--- src/rtl/bpu_pkg.sv ---
package bpu_pkg;

    typedef enum logic [1:0] {
        PIN_LOW  = 2'b00,
        PIN_HIGH = 2'b01,
        PIN_ELEV = 2'b10,
        PIN_RSVD = 2'b11
    } pin_lvl_e;

    localparam logic [7:0] MFR_CODE    = 8'h01;
    localparam logic [7:0] DEV_TOP     = 8'h95;
    localparam logic [7:0] DEV_BOT     = 8'h96;
    localparam logic [7:0] LOCK_FACT   = 8'h85;
    localparam logic [7:0] LOCK_CUST   = 8'h05;

    typedef enum logic [1:0] {
        ID_MFR  = 2'b00,
        ID_DEV  = 2'b01,
        ID_PROT = 2'b10,
        ID_LOCK = 2'b11
    } id_sel_e;

    function automatic logic [7:0] id_code(input logic top, input logic locked,
                                           input id_sel_e sel, input logic prot);
        case (sel)
            ID_MFR:  id_code = MFR_CODE;
            ID_DEV:  id_code = top ? DEV_TOP : DEV_BOT;
            ID_PROT: id_code = {7'b0, prot};
            default: id_code = locked ? LOCK_FACT : LOCK_CUST;
        endcase
    endfunction

endpackage

--- src/rtl/sector_decode.sv ---
module sector_decode #(
    parameter int ADDR_W   = 20,
    parameter int BIG_W    = 5,
    parameter int BOOT_W   = 3,
    parameter bit TOP_BOOT = 1'b1,
    localparam int NUM_BIG  = (1 << BIG_W) - 1,
    localparam int NUM_BOOT = 1 << BOOT_W,
    localparam int NUM_SECT = NUM_BIG + NUM_BOOT,
    localparam int SECT_W   = $clog2(NUM_SECT)
) (
    input  logic              clk,
    input  logic              rst,
    input  logic [ADDR_W-1:0] addr,
    output logic [SECT_W-1:0] idx,
    output logic              outer
);
    logic [BIG_W-1:0]  big;
    logic [BOOT_W-1:0] boot;
    logic              in_boot;

    assign big  = addr[ADDR_W-1 -: BIG_W];
    assign boot = addr[ADDR_W-BIG_W-1 -: BOOT_W];

    generate
        if (TOP_BOOT) begin : g_top
            assign in_boot = &big;
            assign idx   = in_boot ? SECT_W'(NUM_BIG) + SECT_W'(boot) : SECT_W'(big);
            assign outer = in_boot && (boot >= BOOT_W'(NUM_BOOT - 2));
        end else begin : g_bot
            assign in_boot = ~|big;
            assign idx   = in_boot ? SECT_W'(boot)
                                   : SECT_W'(NUM_BOOT) + SECT_W'(big) - SECT_W'(1);
            assign outer = in_boot && (boot < BOOT_W'(2));
        end
    endgenerate


    idx_range_chk: assert property (@(posedge clk) disable iff (rst)
        idx < SECT_W'(NUM_SECT));


    outer_boot_chk: assert property (@(posedge clk) disable iff (rst)
        outer |-> (idx < SECT_W'(2) || idx >= SECT_W'(NUM_SECT - 2)));

endmodule

--- src/rtl/protect_regs.sv ---
module protect_regs #(
    parameter int NUM_SECT = 39,
    localparam int SECT_W  = $clog2(NUM_SECT)
) (
    input  logic                clk,
    input  logic                rst,
    input  logic [SECT_W-1:0]   idx,
    input  logic                set_stb,
    input  logic                clr_stb,
    output logic [NUM_SECT-1:0] bits
);
    always_ff @(posedge clk) begin
        if (rst) begin
            bits <= '0;
        end else if (set_stb) begin
            bits[idx] <= 1'b1;
        end else if (clr_stb) begin
            bits[idx] <= 1'b0;
        end
    end


    set_bit_chk: assert property (@(posedge clk) disable iff (rst)
        set_stb |=> bits[$past(idx)]);


    clr_bit_chk: assert property (@(posedge clk) disable iff (rst)
        (clr_stb && !set_stb) |=> !bits[$past(idx)]);


    hold_bits_chk: assert property (@(posedge clk) disable iff (rst)
        (!set_stb && !clr_stb) |=> $stable(bits));


    one_change_chk: assert property (@(posedge clk) disable iff (rst)
        1'b1 |=> ($countones(bits ^ $past(bits)) <= 1));

endmodule

--- src/rtl/id_mux.sv ---
module id_mux
    import bpu_pkg::*;
#(
    parameter bit TOP_BOOT       = 1'b1,
    parameter bit FACTORY_LOCKED = 1'b1
) (
    input  logic       clk,
    input  logic       rst,
    input  logic       id_mode,
    input  logic       sel_hi,
    input  logic [1:0] sel,
    input  logic       prot_now,
    output logic [7:0] id_data
);
    always_comb begin
        if (id_mode && !sel_hi)
            id_data = id_code(TOP_BOOT, FACTORY_LOCKED, id_sel_e'(sel), prot_now);
        else
            id_data = 8'h00;
    end


    id_idle_chk: assert property (@(posedge clk) disable iff (rst)
        (!id_mode || sel_hi) |-> (id_data == 8'h00));


    id_prot_chk: assert property (@(posedge clk) disable iff (rst)
        (id_mode && !sel_hi && sel == 2'b10) |-> (id_data == {7'b0, prot_now}));

endmodule

--- src/rtl/boot_protect_unit.sv ---
module boot_protect_unit
    import bpu_pkg::*;
#(
    parameter int ADDR_W         = 20,
    parameter int BIG_W          = 5,
    parameter int BOOT_W         = 3,
    parameter bit TOP_BOOT       = 1'b1,
    parameter bit FACTORY_LOCKED = 1'b1
) (
    input  logic              clk,
    input  logic              rst,
    input  logic [ADDR_W-1:0] addr,
    input  logic [1:0]        pin_lvl,
    input  logic              prot_stb,
    input  logic              unprot_stb,
    input  logic              id_mode,
    output logic              write_ok,
    output logic [7:0]        id_data
);
    localparam int NUM_SECT = (1 << BIG_W) - 1 + (1 << BOOT_W);
    localparam int SECT_W   = $clog2(NUM_SECT);

    logic [SECT_W-1:0]   idx;
    logic                outer;
    logic [NUM_SECT-1:0] bits;
    logic                eff_prot;
    pin_lvl_e            lvl;

    assign lvl = pin_lvl_e'(pin_lvl);

    sector_decode #(
        .ADDR_W(ADDR_W), .BIG_W(BIG_W), .BOOT_W(BOOT_W), .TOP_BOOT(TOP_BOOT)
    ) u_dec (
        .clk(clk), .rst(rst), .addr(addr), .idx(idx), .outer(outer)
    );

    protect_regs #(.NUM_SECT(NUM_SECT)) u_regs (
        .clk(clk), .rst(rst), .idx(idx),
        .set_stb(prot_stb), .clr_stb(unprot_stb), .bits(bits)
    );

    always_comb begin
        case (lvl)
            PIN_ELEV: eff_prot = 1'b0;
            PIN_LOW:  eff_prot = bits[idx] | outer;
            default:  eff_prot = bits[idx];
        endcase
    end

    assign write_ok = ~eff_prot;

    id_mux #(.TOP_BOOT(TOP_BOOT), .FACTORY_LOCKED(FACTORY_LOCKED)) u_id (
        .clk(clk), .rst(rst), .id_mode(id_mode), .sel_hi(addr[6]),
        .sel(addr[1:0]), .prot_now(eff_prot), .id_data(id_data)
    );


    elev_open_chk: assert property (@(posedge clk) disable iff (rst)
        (pin_lvl == 2'b10) |-> write_ok);


    low_outer_chk: assert property (@(posedge clk) disable iff (rst)
        (pin_lvl == 2'b00 && outer) |-> !write_ok);


    high_follow_chk: assert property (@(posedge clk) disable iff (rst)
        (pin_lvl[0] && !outer) |-> (write_ok == !bits[idx]));

endmodule

--- config.mk ---
export PLATFORM = sky130hd
export DESIGN_NAME = boot_protect_unit
export DESIGN_NICKNAME = d
export VERILOG_FILES = /design/src/rtl/bpu_pkg.sv /design/src/rtl/sector_decode.sv /design/src/rtl/protect_regs.sv /design/src/rtl/id_mux.sv /design/src/rtl/boot_protect_unit.sv
export SDC_FILE = /design/constraint.sdc
export NUM_CORES = 1
export LEC_CHECK = 0
export BUFFER_PORTS_ARGS = -buffer_cell sky130_fd_sc_hd__clkbuf_2
export CORE_MARGIN = 1
export CORE_UTILIZATION = 40
export CTS_BUF_LIST = sky130_fd_sc_hd__clkbuf_16
export CTS_CLUSTER_SIZE = 24
export DETAILED_ROUTE_END_ITERATION = 7
export SKIP_LAST_GASP = 1
export SLEW_MARGIN = 0
export SYNTH_ARGS = -nofsm -noshare
export SYNTH_HDL_FRONTEND = slang
export SYNTH_HIERARCHICAL = 1
export SYNTH_SLANG_ARGS = --single-unit
--- constraint.sdc ---
create_clock -name clk -period 3.2 [get_ports clk]
set_clock_uncertainty 0.1 [all_clocks]
set_input_delay 0.32 -clock clk [delete_from_list [all_inputs] [get_ports clk]]
set_output_delay 0.32 -clock clk [all_outputs]
set_load 0.005 [all_outputs]
Word level (Yosys, flattened, before mapping)
Index checks and enable logic that the tools add are counted.
{ "word_totals": {"register_bits": 39, "input_bits": 27, "output_inout_bits": 9, "elab_cells": 31} }
{ "classes": {"add_sub_neg": 1, "order_cmp": 3, "n_eq_ne": 3, "n_mux": 10, "bitwise": 5, "n_reduce_logical": 8} }
{ "ops": {"columns": ["op", "count"], "rows": [
  ["39-bit two-way mux", 2],
  ["39-bit AND", 1],
  ["39-bit inverter", 1],
  ["39-bit bitwise OR", 1],
  ["8-bit one-hot mux with 3 select lines", 1],
  ["8-bit two-way mux", 1],
  ["6-bit by 7-bit less-than comparator with 1-bit output, second input constant", 1],
  ["5-bit by 3-bit adder with 6-bit output, first input constant", 1],
  ["1-bit binary-select mux with 6-bit select", 1],
  ["1-bit demux with 6-bit select", 1],
  ["6-bit by 1-bit greater-or-equal comparator with 1-bit output, second input constant", 1],
  ["6-bit two-way mux", 1],
  ["5-bit AND reduction", 1],
  ["2-bit == test, second input constant", 2],
  ["2-bit zero test", 2],
  ["3-bit greater-or-equal comparator, second input constant", 1],
  ["1-bit logical AND", 3],
  ["2-bit by 1-bit == test with 1-bit output, second input constant", 1],
  ["1-bit two-way mux", 2],
  ["1-bit one-hot mux with 2 select lines", 1],
  ["2-bit nonzero test", 1],
  ["1-bit zero test", 1],
  ["1-bit inverter", 1],
  ["1-bit bitwise OR", 1]
]} }

Longest topological paths before layout
{ "depth": {"word_depth": 10, "depth_mapped": 12, "ltp_nobuf": 11} }

Hierarchy
The synthesis kept the hierarchy.
{ "by_module_without_submodules": {"columns": ["mod", "instances", "cells_per_inst", "area_per_inst_um2", "seq_area_each_um2"], "rows": [
  ["protect_regs", 1, 191, 1988.2, 780.7],
  ["boot_protect_unit", 1, 43, 427.9, 0.0],
  ["sector_decode", 1, 20, 141.4, 0.0],
  ["id_mux", 1, 11, 71.3, 0.0]
]} }

Worst setup path after synthesis
Ideal clock, no wire load.
{ "synth_path": {"kind": "input-to-output", "from": "in addr[12]", "to": "out id_data[0]", "arrival_ns": 2.414, "slack_ns": 0.366, "path_stages": 12, "n_path_buf": 2, "path_cell_list": "inv_1 > ha_1 > a31oi_1 > buf_4 > buf_6 > mux4_2 > mux2i_1 > nor2_1 > o311ai_1 > nand2_1 > nor2_1 > a21oi_1"} }
{ "synth_via": {"elab_chain_cells": 8} }
{ "synth_lines": {"columns": ["item", "line_no", "text"], "rows": [
  ["start, declared", "boot_protect_unit.sv:12", "input logic [ADDR_W-1:0] addr,"],
  ["5-bit by 3-bit adder with 6-bit output *", "sector_decode.sv:27", "assign idx = in_boot ? SECT_W'(NUM_BIG) + SECT_W'(boot) : SECT_W'(big);"],
  ["6-bit two-way mux *", "sector_decode.sv:27", null],
  ["named net idx[1]", "boot_protect_unit.sv:23", "logic [SECT_W-1:0] idx;"],
  ["1-bit binary-select mux with 6-bit select *", "boot_protect_unit.sv:45, boot_protect_unit.sv:46", null],
  ["1-bit two-way mux (not written as such) *", "boot_protect_unit.sv:45, boot_protect_unit.sv:46", null],
  ["1-bit bitwise OR", "boot_protect_unit.sv:45", "PIN_LOW: eff_prot = bits[idx] | outer;"],
  ["1-bit one-hot mux with 2 select lines *", "boot_protect_unit.sv:43", "case (lvl)"],
  ["named net eff_prot", "boot_protect_unit.sv:26", "logic eff_prot;"],
  ["8-bit one-hot mux with 3 select lines *", "bpu_pkg.sv:25", "case (sel)"],
  ["8-bit two-way mux *", "id_mux.sv:16", "if (id_mode && !sel_hi)"],
  ["end, declared", "boot_protect_unit.sv:18", "output logic [7:0] id_data"]
]} }
The timed path passes the listed nets; every way through them passes the cells marked *. The select of a mux whose other input is x is not followed.

Worst setup path after layout
Same ends and word-level chain as after synthesis.

==> impl_metrics.csv <==
group,metric,value,unit
worst_setup_path,worst_ep_required_time,2.78,ns
timing,drv_slew,0,
place,place_congestion,0.7579,
timing,fin_crit,2.996,ns
worst_setup_path,crit_chain,"clkbuf_2 -> inv_1 -> ha_1 -> a31oi_4 -> buf_12 -> mux2i_1 -> mux4_2 -> a31oi_1 -> o311ai_1 -> nand2_1 -> nor2_1 -> a21oi_1 -> clkbuf_2",
place,hpwl,3952,microns
grt,first_global_vias,1954,
synthesis,synthXorXnorAreaFrac,0,%
clock_network,clk_pin_slew,0.06,ns
clock_network,cts_tree,"done",
floorplan,start_util,41.40,%
floorplan,row_count,29,
hold_path,worstHoldPathType,"reg2reg",
clock_network,cts_buffers,5,
place,dp.cells,352,
floorplan,pin_count,36,
final_layout,post-route-util,47.25,%
power_and_ir_drop,clkPwrFrac,40.9,%
outcome,status,"completed",
worst_setup_path,worstSetupEndpointType,"output port",
synthesis,synthSimpleGateAreaFrac,29.75,%
clock_network,clock-sinks,39,
clock_network,cts_buffer_depth,2,
timing,max_freq,333.7,MHz
grt,overflow,0,
timing,rsz0062_at_grt,"false",
final_layout,diodes,0,
timing,worst_pin_slew,0.5898,ns
place,port_buffers,22,
clock_network,cts_hold_buf,0,
grt,grt_max_degree,40,
worst_setup_path,arrival,2.58,ns
floorplan,dieArea,0.006900,sq mm
power_and_ir_drop,seq_power_share,43.2,%
final_layout,drive_above_1_share,22.11,%
drt,ant_nets,0,
power_and_ir_drop,p_sw_share,25.51,%
timing,relSlewSlack,60.51,%
worst_setup_path,slowest_stage,"mux4_2",
synthesis,synth_compound_area_share,9.519,%
timing,min_period_over_period,93.64,%
final_layout,final_cells,362,
synthesis,yosysUniqueCellTypes,44,
synthesis,synth-main-ff-cell,"dfxtp_1",
clock_network,cts-root-buf,"clkbuf_16",
grt,grt_first_pass_wirelength,9646,microns
timing,fin_setup_tns,0,ns
power_and_ir_drop,power,1144,uW
floorplan,core-area,0.006350,sq mm
clock_network,worstSkewPairLatency,0.28,ns
synthesis,synth_fa_ha_area_share,1.428,%
timing,fin_ws,0.2036,ns
synthesis,synth_top_family_by_area,"simple AND/OR/NAND/NOR gates",
timing,setup_viol,0,
drt,drc,0,
worst_setup_path,crit_type,"in2out",
synthesis,synth_edf_count,0,
power_and_ir_drop,intPower,852.1,uW
synthesis,yosysWarnings,6,
grt,antenna_found_initial,0,
floorplan,die_x,83.07,microns
synthesis,synth-seq-cells,39,
clock_network,cts-htree-levels,2,
worst_setup_path,crit_path_max_fanout,14,
synthesis,synth_area,0.002629,sq mm
final_layout,nets,314,
power_and_ir_drop,p_per_area,381.3,mW/mm^2
synthesis,yosysSeqAreaShare,29.70,%
worst_setup_path,crit_top_cell,"clkbuf_2",
drt,totalWireLength,5827,microns
grt,track_usage,17.43,%
synthesis,async_reset_ff_share,0,%
power_and_ir_drop,ir_worst_vdd,199.1,uV
flow_run,cap_viol_max_count,0,
power_and_ir_drop,leakage,0.001311,uW
power_and_ir_drop,power_frac_comb,15.9,%
floorplan,fp.dieH,83.07,microns
power_and_ir_drop,p_switching,291.8,uW
synthesis,syn_area_per_cell,9.920,sq um
synthesis,synthCells,265,
drt,first_iter_violations,138,
drt,vias,2049,
worst_setup_path,worst_setup_path_start_kind,"primary input",
drt,viasPerCell,5.660,
worst_setup_path,max_stage_delay,0.52,ns
final_layout,syn2layout_area_growth,14.14,%
drt,dr.pass1.iters,5,
place,detailedPlace.worstSlack,0.1147,ns
synthesis,synth.area.mux_share,21.47,%
timing,hold_viol_final,0,
drt,routedWlPerCell,16.10,microns
-- worst max-delay path, delay by kind of cell --
family / cells / cell delay [ns]
AOI/OAI and AO/OA: 4 / 0.67
buffers and inverters: 4 / 0.51
adders and majority gates: 1 / 0.33
and+or+nand+nor: 2 / 0.12
muxes: 2 / 0.63
-- final timing paths --
kind,startpoint,cells past startpoint,slack [ns],end
worst max-delay path,addr[12],13,0.20,id_data[0]
worst min-delay path,register,2,0.37,register
worst max register to register,register,2,2.39,register
worst min register to register,register,2,0.37,register
-- synthesized netlist by cell type, types with 6 or more instances --
cell / number / share of area, %
mux2i_1: 41 / 16
dfxtp_1: 39 / 30
nand2b_1: 35 / 8.3
nand3_1: 16 / 3.0
a31oi_1: 12 / 2.9
buf_4: 10 / 2.9
a211oi_1: 9 / 2.6
buf_2: 8 / 1.5
nand2_1: 8 / 1.1
nand3b_1: 8 / 2.3
inv_1: 7 / 1.0
nor2_1: 6 / 0.86
-- cells by family after synthesis --
| logic type | Yosys count |
|---|---|
| and+or+nand+nor | 106 |
| DFF | 39 |
| other | 1 |
| adders and majority gates | 3 |
| muxes | 47 |
| buffers and inverters | 35 |
| AOI/OAI and AO/OA | 34 |
-- routing by layer --
layer  routed length [microns]  GRT usage (%)
met5                         0              0
met4                        95          6.583
met3                       193          2.386
met2                      2697          28.17
met1                      2841          23.64
-- power groups by stage --
| stage | logic (uW) | registers (uW) | clock network (uW) |
|---|---|---|---|
| 2_1_floorplan | 126 | 503 | 0 |
| 3_3_place_gp | 172 | 504 | 0 |
| 3_5_place_dp | 173 | 504 | 0 |
| 4_1_cts | 174 | 494 | 482 |
| 5_1_grt | 198 | 494 | 510 |
| 6_report | 182 | 494 | 468 |
-- final cells by class --
type / instances / area, sq um
fillers: 597 / 3349
multi-input cells: 194 / 1695
flip-flops and latches: 39 / 780.7
repair buffers: 37 / 265.3
clock buffers: 5 / 125.1
well taps: 77 / 96.34
inverters: 7 / 26.28
clock inverters: 3 / 11.26
-- metrics by stage --
stage	cell area, sq um	hold slack, ns
floorplan	2640	0.3476
global placement	2818	0.3595
detailed placement	2818	0.3660
CTS	2954	0.3772
global route	3000	0.3944
finish	3000	0.3738
-- repair_timing --
action,4_1_cts,5_1_grt
buffers inserted,0,1
gates resized for setup,0,3
setup endpoints to repair,0,2
-- layout by cell type, fill, tap and decap left out, drive strengths merged, types with 2 or more instances in the layout --
| cell type | n |
|---|---|
| nor4b | 5 |
| o21ba | 2 |
| and4bb | 5 |
| dfxtp | 39 |
| nor3b | 2 |
| nand3 | 16 |
| nand3b | 8 |
| o21a | 3 |
| nor2 | 6 |
| a31oi | 12 |
| conb | 4 |
| inv | 8 |
| nand2 | 8 |
| buf | 14 |
| and4b | 2 |
| clkbuf | 28 |
| mux4 | 6 |
| ha | 3 |
| clkinv | 2 |
| mux2i | 41 |
| nor2b | 5 |
| nand4b | 4 |
| nand2b | 35 |
| nor3 | 2 |
| a211oi | 9 |
| nand4 | 2 |
Power figures use the tool's default switching activity.
